--- src/rtl/fsel_pkg.sv ---
package fsel_pkg;

  typedef enum logic [1:0] {
    SEL_MIN    = 2'd0,
    SEL_MAX    = 2'd1,
    SEL_MINMAG = 2'd2,
    SEL_MAXMAG = 2'd3
  } sel_op_e;

  typedef struct packed {
    logic    legal;
    logic    dbl;
    sel_op_e op;
  } sel_cmd_t;

  localparam int        MATCH_W     = 17;
  localparam logic [6:0] OPC_FP     = 7'h53;
  localparam logic [4:0] FMT_SINGLE = 5'd0;
  localparam logic [4:0] FMT_DOUBLE = 5'd1;
  localparam logic [2:0] FN_GROUP   = 3'b110;
  localparam int        FLAG_W      = 5;
  localparam int        FLAG_INV    = 4;

endpackage

--- src/rtl/fsel_decode.sv ---
module fsel_decode
  import fsel_pkg::*;
(
  input  logic [MATCH_W-1:0] field,
  output sel_cmd_t           cmd
);

  logic [6:0] opc;
  logic [4:0] fmt;
  logic [4:0] fn;
  logic       opc_hit;
  logic       fmt_hit;
  logic       fn_hit;

  assign opc = field[6:0];
  assign fmt = field[11:7];
  assign fn  = field[16:12];

  assign opc_hit = (opc == OPC_FP);
  assign fmt_hit = (fmt == FMT_SINGLE) || (fmt == FMT_DOUBLE);
  assign fn_hit  = (fn[4:2] == FN_GROUP);

  always_comb begin
    cmd.legal = opc_hit && fmt_hit && fn_hit;
    cmd.dbl   = (fmt == FMT_DOUBLE);
    cmd.op    = sel_op_e'(fn[1:0]);
  end

endmodule

--- src/rtl/fsel_order.sv ---
module fsel_order #(
  parameter int EXP_W = 8,
  parameter int MAN_W = 23
) (
  input  logic [EXP_W+MAN_W:0] x,
  input  logic [EXP_W+MAN_W:0] y,
  output logic                 lt_xy,
  output logic                 le_yx
);

  localparam int W = 1 + EXP_W + MAN_W;

  function automatic logic f_nan(input logic [W-1:0] v);
    return (&v[W-2:MAN_W]) && (|v[MAN_W-1:0]);
  endfunction

  function automatic logic f_lt(input logic [W-1:0] p, input logic [W-1:0] q);
    logic [W-2:0] pm;
    logic [W-2:0] qm;
    pm = p[W-2:0];
    qm = q[W-2:0];
    if (f_nan(p) || f_nan(q)) return 1'b0;
    if (pm == '0 && qm == '0) return 1'b0;
    if (p[W-1] != q[W-1]) return p[W-1];
    if (!p[W-1]) return pm < qm;
    return pm > qm;
  endfunction

  function automatic logic f_le(input logic [W-1:0] p, input logic [W-1:0] q);
    if (f_nan(p) || f_nan(q)) return 1'b0;
    if (p == q) return 1'b1;
    if (p[W-2:0] == '0 && q[W-2:0] == '0) return 1'b1;
    return f_lt(p, q);
  endfunction

  assign lt_xy = f_lt(x, y);
  assign le_yx = f_le(y, x);

  always_comb begin
    AST_ORDER_EXCLUSIVE: assert (!(lt_xy && le_yx));
  end

endmodule

--- src/rtl/fsel_lane.sv ---
module fsel_lane
  import fsel_pkg::*;
#(
  parameter int EXP_W = 8,
  parameter int MAN_W = 23,
  parameter int OUT_W = 64
) (
  input  sel_op_e              op,
  input  logic [EXP_W+MAN_W:0] a,
  input  logic [EXP_W+MAN_W:0] b,
  output logic [OUT_W-1:0]     res,
  output logic                 invalid
);

  localparam int W = 1 + EXP_W + MAN_W;

  function automatic logic f_is_nan(input logic [W-1:0] v);
    return (v[W-2:MAN_W] == '1) && (v[MAN_W-1:0] != '0);
  endfunction

  function automatic logic f_is_snan(input logic [W-1:0] v);
    return f_is_nan(v) && !v[MAN_W-1];
  endfunction

  logic a_nan, b_nan, a_snan, b_snan;
  logic lt_k [2];
  logic le_k [2];

  assign a_nan  = f_is_nan(a);
  assign b_nan  = f_is_nan(b);
  assign a_snan = f_is_snan(a);
  assign b_snan = f_is_snan(b);

  // k = 0: signed order, k = 1: magnitude order (sign forced to zero)
  for (genvar k = 0; k < 2; k++) begin : g_ord
    logic [W-1:0] xa;
    logic [W-1:0] xb;
    assign xa = (k == 1) ? {1'b0, a[W-2:0]} : a;
    assign xb = (k == 1) ? {1'b0, b[W-2:0]} : b;
    fsel_order #(.EXP_W(EXP_W), .MAN_W(MAN_W)) u_ord (
      .x    (xa),
      .y    (xb),
      .lt_xy(lt_k[k]),
      .le_yx(le_k[k])
    );
  end

  logic use_mag, want_max, ord_hit, keep_a;
  logic [W-1:0] pick;

  assign use_mag  = op[1];
  assign want_max = op[0];
  assign ord_hit  = want_max ? le_k[use_mag] : lt_k[use_mag];
  assign keep_a   = b_nan || ord_hit;
  assign pick     = keep_a ? a : b;
  assign res      = OUT_W'(pick);
  assign invalid  = a_snan || b_snan;

  always_comb begin
    AST_NAN_UNORDERED: assert (!(a_nan || b_nan) || !(lt_k[0] || le_k[0] || lt_k[1] || le_k[1]));
  end

endmodule

--- src/rtl/fsel_unit.sv ---
module fsel_unit
  import fsel_pkg::*;
#(
  parameter int DATA_W  = 64,
  parameter int INSTR_W = 32,
  parameter int SP_EXP  = 8,
  parameter int SP_MAN  = 23,
  parameter int DP_EXP  = 11,
  parameter int DP_MAN  = 52
) (
  input  logic               clk,
  input  logic               rst_n,
  input  logic               valid_in,
  input  logic [INSTR_W-1:0] instr,
  input  logic [DATA_W-1:0]  op_a,
  input  logic [DATA_W-1:0]  op_b,
  output logic               valid_out,
  output logic [DATA_W-1:0]  result,
  output logic [FLAG_W-1:0]  exc_flags,
  output logic               illegal
);

  localparam int SP_W = 1 + SP_EXP + SP_MAN;

  sel_cmd_t cmd;
  logic     unused_instr_hi;

  assign unused_instr_hi = ^instr[INSTR_W-1:MATCH_W];

  fsel_decode u_dec (
    .field(instr[MATCH_W-1:0]),
    .cmd  (cmd)
  );

  logic [DATA_W-1:0] lane_res [2];
  logic              lane_inv [2];

  // p = 0: single precision lane, p = 1: double precision lane
  for (genvar p = 0; p < 2; p++) begin : g_lane
    localparam int EW = (p == 0) ? SP_EXP : DP_EXP;
    localparam int MW = (p == 0) ? SP_MAN : DP_MAN;
    localparam int LW = 1 + EW + MW;
    fsel_lane #(.EXP_W(EW), .MAN_W(MW), .OUT_W(DATA_W)) u_lane (
      .op     (cmd.op),
      .a      (op_a[LW-1:0]),
      .b      (op_b[LW-1:0]),
      .res    (lane_res[p]),
      .invalid(lane_inv[p])
    );
  end

  logic [DATA_W-1:0] sel_res;
  logic              sel_inv;
  logic              accept;

  assign sel_res = cmd.dbl ? lane_res[1] : lane_res[0];
  assign sel_inv = cmd.dbl ? lane_inv[1] : lane_inv[0];
  assign accept  = valid_in && cmd.legal;

  always_ff @(posedge clk or negedge rst_n) begin
    if (!rst_n) begin
      valid_out <= 1'b0;
      result    <= '0;
      exc_flags <= '0;
      illegal   <= 1'b0;
    end else begin
      valid_out <= valid_in;
      if (valid_in) begin
        illegal   <= !cmd.legal;
        result    <= cmd.legal ? sel_res : '0;
        exc_flags <= '0;
        if (cmd.legal) exc_flags[FLAG_INV] <= sel_inv;
      end
    end
  end

  AST_VALID_FOLLOWS: assert property (@(posedge clk) disable iff (!rst_n)
    valid_in |=> valid_out);
  AST_IDLE_QUIET: assert property (@(posedge clk) disable iff (!rst_n)
    !valid_in |=> (!valid_out && $stable(result) && $stable(exc_flags) && $stable(illegal)));
  AST_ILLEGAL_ZERO: assert property (@(posedge clk) disable iff (!rst_n)
    (valid_out && illegal) |-> (result == '0 && exc_flags == '0));
  AST_LOW_FLAGS_ZERO: assert property (@(posedge clk) disable iff (!rst_n)
    exc_flags[FLAG_INV-1:0] == '0);
  AST_DBL_IS_OPERAND: assert property (@(posedge clk) disable iff (!rst_n)
    (accept && cmd.dbl) |=> (result == $past(op_a) || result == $past(op_b)));
  AST_SGL_IS_OPERAND: assert property (@(posedge clk) disable iff (!rst_n)
    (accept && !cmd.dbl) |=> (result[DATA_W-1:SP_W] == '0 &&
      (result[SP_W-1:0] == $past(op_a[SP_W-1:0]) || result[SP_W-1:0] == $past(op_b[SP_W-1:0]))));

endmodule

--- config.mk ---
export PLATFORM = sky130hd
export DESIGN_NAME = fsel_unit
export DESIGN_NICKNAME = d
export VERILOG_FILES = /design/src/rtl/fsel_pkg.sv /design/src/rtl/fsel_decode.sv /design/src/rtl/fsel_order.sv /design/src/rtl/fsel_lane.sv /design/src/rtl/fsel_unit.sv
export SDC_FILE = /design/constraint.sdc
export NUM_CORES = 1
export LEC_CHECK = 0
export ABC_AREA = 0
export ABC_CLOCK_PERIOD_IN_PS = 800
export BUFFER_PORTS_ARGS = -buffer_cell sky130_fd_sc_hd__buf_2
export CORE_UTILIZATION = 58
export CTS_BUF_LIST = sky130_fd_sc_hd__clkbuf_4 sky130_fd_sc_hd__clkbuf_8 sky130_fd_sc_hd__clkbuf_16
export DETAILED_ROUTE_END_ITERATION = 16
export HOLD_SLACK_MARGIN = 0.05
export MAX_ROUTING_LAYER = met4
export PLACE_DENSITY = 0.93
export REMOVE_ABC_BUFFERS = 1
export SETUP_SLACK_MARGIN = 0.2
export SLEW_MARGIN = 20
export SYNTH_ARGS = -nofsm -noshare
export SYNTH_HDL_FRONTEND = slang
export SYNTH_HIERARCHICAL = 1
export SYNTH_SLANG_ARGS = --single-unit
--- constraint.sdc ---
create_clock -name clk -period 0.8 [get_ports clk]
set_input_delay 0.04 -clock clk [delete_from_list [all_inputs] [get_ports clk]]
set_output_delay 0.04 -clock clk [all_outputs]
set_load 0.005 [all_outputs]
==> flow_metrics.tcl, run 1 <==
set metrics [dict create \
    dieWidth_um 144 \
    overflow 443 \
    rows 51 \
    place_congestion 1.16 \
    synth_edf_count 0 \
    mappedNetlistArea_mm2 0.0116 \
    clockBufferDepth 2 \
    synth_top_area_share_pct 20.2 \
    synth_warnings 6 \
    cts_buffers 9 \
    lastStage "global routing (5_1_grt)" \
    grt_usage_pct 85.6 \
    dpl.hpwl_um 38900 \
    synthArstFlopShare_pct 100 \
    io_pins 234 \
    grt_pass1_vias 19800 \
    status "stopped before the end" \
    synth_top_family_by_area "adder cells" \
    synth_fa_ha_area_share_pct 20.2 \
    dieHeight_um 144 \
    io_buffers 214 \
    synth.area.mux_share_pct 17.3 \
    synth-xor-area-share_pct 0 \
    postSynthAreaPerCell_um2 8.33 \
    yosysTopAreaCell "ha_1" \
    ys_seq_area_share_pct 14.4 \
    grt_pass1_wl_um 128000 \
    synthMostInstantiatedCell "inv_1" \
    root_buffer "clkbuf_16" \
    grt_start_max_net_pins 44 \
    yosys-top-cells-count "264 x inv_1, 188 x ha_1, 139 x nor4_1, 91 x nand4_1, 68 x a21oi_1" \
    synth_flop_cell "dfrtp_1" \
    pre_cts_slack_ps -3470 \
    ys_seq_elements 67 \
    yosys.area_share.simple_pct 20.2 \
    clock-sinks 67 \
    h-tree-depth 3 \
    initial_utilization_pct 59.5 \
    firstError "[ERROR GRT-0116] Global routing finished with congestion. Check the congestion regions in the DRC Viewer." \
    syn-instance-count 1395 \
    synth_cell_types 64 \
    synth-compound-area-share_pct 13.7 \
    synthTopCellsByArea "ha_1 20%, dfrtp_1 14%, inv_1 8.5%" \
]
[through the flow]
| stage | utilization [%] | cell area, um2 | std cells |
|---|---|---|---|
| 2_1_floorplan | - | 11100 | 1369 |
| 3_3_place_gp | 77.4 | 15100 | 2141 |
| 3_5_place_dp | 77.4 | 15100 | 2141 |
| 4_1_cts | 85.5 | 16700 | 2216 |
[per-layer routing]
metal	global-route usage (%)	GRT overflow
met5	-	-
met4	85.8	118
met3	73.1	34
met1	82.1	24
met2	99.4	267
[kinds of logic after synthesis]
kind of cell / after synthesis
other cells: 3
mux: 164
simple gates: 401
flops: 67
fa+ha+maj: 188
buf+inv: 335
compound gates: 237
[repair_timing]
item | in CTS
hold buffers | 1
pin swaps | 47
cloned | 5
endpoints found under the setup margin | 133
endpoints found under the hold margin | 67
setup buffers | 54
gates resized for setup | 142
==> run 2, diff against run 1 <==
--- a/config.mk
+++ b/config.mk
@@ -8,14 +8,10 @@
 export ABC_AREA = 0
 export ABC_CLOCK_PERIOD_IN_PS = 800
 export BUFFER_PORTS_ARGS = -buffer_cell sky130_fd_sc_hd__buf_2
-export CORE_UTILIZATION = 58
-export CTS_BUF_LIST = sky130_fd_sc_hd__clkbuf_4 sky130_fd_sc_hd__clkbuf_8 sky130_fd_sc_hd__clkbuf_16
+export CORE_UTILIZATION = 40
 export DETAILED_ROUTE_END_ITERATION = 16
-export HOLD_SLACK_MARGIN = 0.05
-export MAX_ROUTING_LAYER = met4
-export PLACE_DENSITY = 0.93
+export PLACE_DENSITY_LB_ADDON = 0.15
 export REMOVE_ABC_BUFFERS = 1
-export SETUP_SLACK_MARGIN = 0.2
 export SLEW_MARGIN = 20
 export SYNTH_ARGS = -nofsm -noshare
 export SYNTH_HDL_FRONTEND = slang
==> flow_metrics.tcl, run 2 <==
set metrics [dict create \
    ys_seq_area_share_pct 14.4 \
    grt_pass1_vias 12300 \
    rsz0062_at_grt "true" \
    synth_cell_types 64 \
    coreArea_mm2 0.0286 \
    worstSetupEndpointType "flip-flop" \
    pre_cts_slack_ps -3340 \
    path_buf_inv 7 \
    syn-instance-count 1395 \
    maxSlewViolCount 0 \
    powerDensity_mw_per_mm2 981 \
    n_antenna_cell 0 \
    path_common_cell "buf_4" \
    vias 13200 \
    setup_tns_ps -176740 \
    p_leak_nw 8.18 \
    grt_usage_pct 30.4 \
    fin_cells 2314 \
    finalPower_mw 16.6 \
    startpoint_type "primary input" \
    cts_tree "built" \
    ys_seq_elements 67 \
    clockBufferDepth 2 \
    tightestPinTransition_ps 534 \
    r2r_cells 4 \
    dpl.hpwl_um 34900 \
    final_common_cell "buf_4" \
    grt_use_met3_pct 5.52 \
    synthTopCellsByArea "ha_1 20%, dfrtp_1 14%, inv_1 8.5%" \
    h-tree-depth 3 \
    hold_class "primary input to asynchronous set/reset pin" \
    criticalPathCategory "primary input to flip-flop" \
    vdd_drop_max_v 0.00116 \
    cp_max_fo 8 \
    setup_viol 132 \
    max_freq_mhz 284 \
    startpoint "op_b[44]" \
    drive_gt1_share_pct 39.1 \
    grt_util_met1_pct 40.4 \
    dieHeight_um 172 \
    worstPathArrival_ps 3750 \
    area_growth_pct 45.5 \
    grt_start_max_net_pins 68 \
    largest_reg_flops 64 \
    cp_num_cells 19 \
    finalHoldViolations 0 \
    initial_utilization_pct 40.6 \
    rows 62 \
    slew_headroom_pct 64.1 \
    yosys-top-cells-count "264 x inv_1, 188 x ha_1, 139 x nor4_1, 91 x nand4_1, 68 x a21oi_1" \
    clk_latency_ps 360 \
    rr_startpoint "result[3]" \
    place_congestion 0.964 \
    dr.pass1.iters 5 \
    postSynthAreaPerCell_um2 8.33 \
    root_buffer "clkbuf_16" \
    dieWidth_um 172 \
    post-route-util_pct 59.1 \
    yosysTopAreaCell "ha_1" \
    ant_nets 0 \
    violations "setup timing" \
    synthMostInstantiatedCell "inv_1" \
    synth_flop_cell "dfrtp_1" \
    status "finished with violations" \
    cap_violations 0 \
    drc_errors 0 \
    cts_buffers 9 \
    synthArstFlopShare_pct 100 \
    final_cell_mix "304 x buf_4, 247 x inv_1, 183 x buf_2, 148 x ha_1, 121 x nor4_1" \
    grt_pass1_wl_um 68600 \
    critPathSlowestCell "mux4_2" \
    dp.cells 2240 \
    dieArea_mm2 0.0297 \
    clk_pin_slew_worst_paths_ps 60 \
    fin_worst_skew_ps 0 \
    fin_ws_ps -2720 \
    drtIter0Drc 1026 \
    nNetsFinal 2276 \
    synth_warnings 6 \
    clock-sinks 67 \
    critPathTopFamily "buffers and inverters" \
    synth_top_area_share_pct 20.2 \
    synth_edf_count 0 \
    cp_cell_sequence "buf_8, buf_6, ha_4, nand4_1, nor4_2, buf_4, nand4_1, buf_4, a21oi_2, buf_4, nor4b_4, o311a_1, mux4_2, o21bai_4, buf_12, buf_16, mux2_4, mux2i_1, o22ai_1" \
    routedWlPerCell_um 20.0 \
    min_period_ps 3520 \
    overflow 0 \
    top_register "result" \
    antenna_found_initial 1 \
    gr-usage-met2_pct 48.4 \
    post_drt_via_cell_ratio 5.69 \
    crit_required_ps 1030 \
    io_buffers 214 \
    worst_path_largest_cell_delay_ps 470 \
    mappedNetlistArea_mm2 0.0116 \
    grt-busiest-layer "met2" \
    fin_crit_sh_pct 440 \
    io_pins 234 \
    wl_um 46300 \
]
run 2: cell counts after synthesis:
Identical to the previous run, type by type.
run 2: path summary, 6_finish.rpt:
path                         endpoint  slack (ps)
min reg2reg                   illegal         510
max reg2reg                 result[3]         -60
min in group clk           result[54]         130
max in group asynchronous  result[50]         340
min                         valid_out          60
max                        result[15]       -2720
run 2: per-stage QoR:
stage               hold WS, ps  instance area (um2)
floorplan                  -256                11100
global placement           -114                14900
detailed placement         -116                14900
CTS                        56.3                16300
global route               73.0                16900
finish                     57.2                16900
run 2: power breakdown:
| part | total (mW) | switching [mW] | leakage (nW) | internal, mW |
|---|---|---|---|---|
| Sequential | 3.39 | 0.000523 | 0.929 | 3.39 |
| Combinational | 8.67 | 4.33 | 7.10 | 4.35 |
| Clock | 4.52 | 1.78 | 0.153 | 2.74 |
| Total | 16.6 | 6.11 | 8.18 | 10.5 |
run 2: routing by layer:
layer,vias up,wire [um],part of all wire [%]
li1,6218,-,-
met1,6300,20300,44
met2,535,21000,45
met3,105,3350,7.2
met4,2,1720,3.7
met5,-,13,0.028
run 2: logic make-up after synthesis:
family	share of synthesized area [%]
flops	14.4
buf+inv	14.1
other cells	0.0969
simple gates	20.2
mux	17.3
fa+ha+maj	20.2
compound gates	13.7
run 2: timing repair:
item                                   CTS  global route
gates cloned                             5             2
hold buffers                             1             0
buffers inserted                        33            21
resized for setup                      133            63
endpoints found under the hold margin   67             0
pin swaps                               40            31
setup endpoints to repair              132           132
run 2: final cells by class:
cell class | count | area (um2)
Tap cell | 384 | 480
Fill cell | 2586 | 11700
Sequential cell | 67 | 1680
Multi-Input combinational cell | 1036 | 9350
Inverter | 266 | 1010
Timing Repair Buffer | 545 | 4080
Clock buffer | 10 | 229
Clock inverter | 6 | 90.1
No activity file was read; power rests on OpenSTA's default activity.
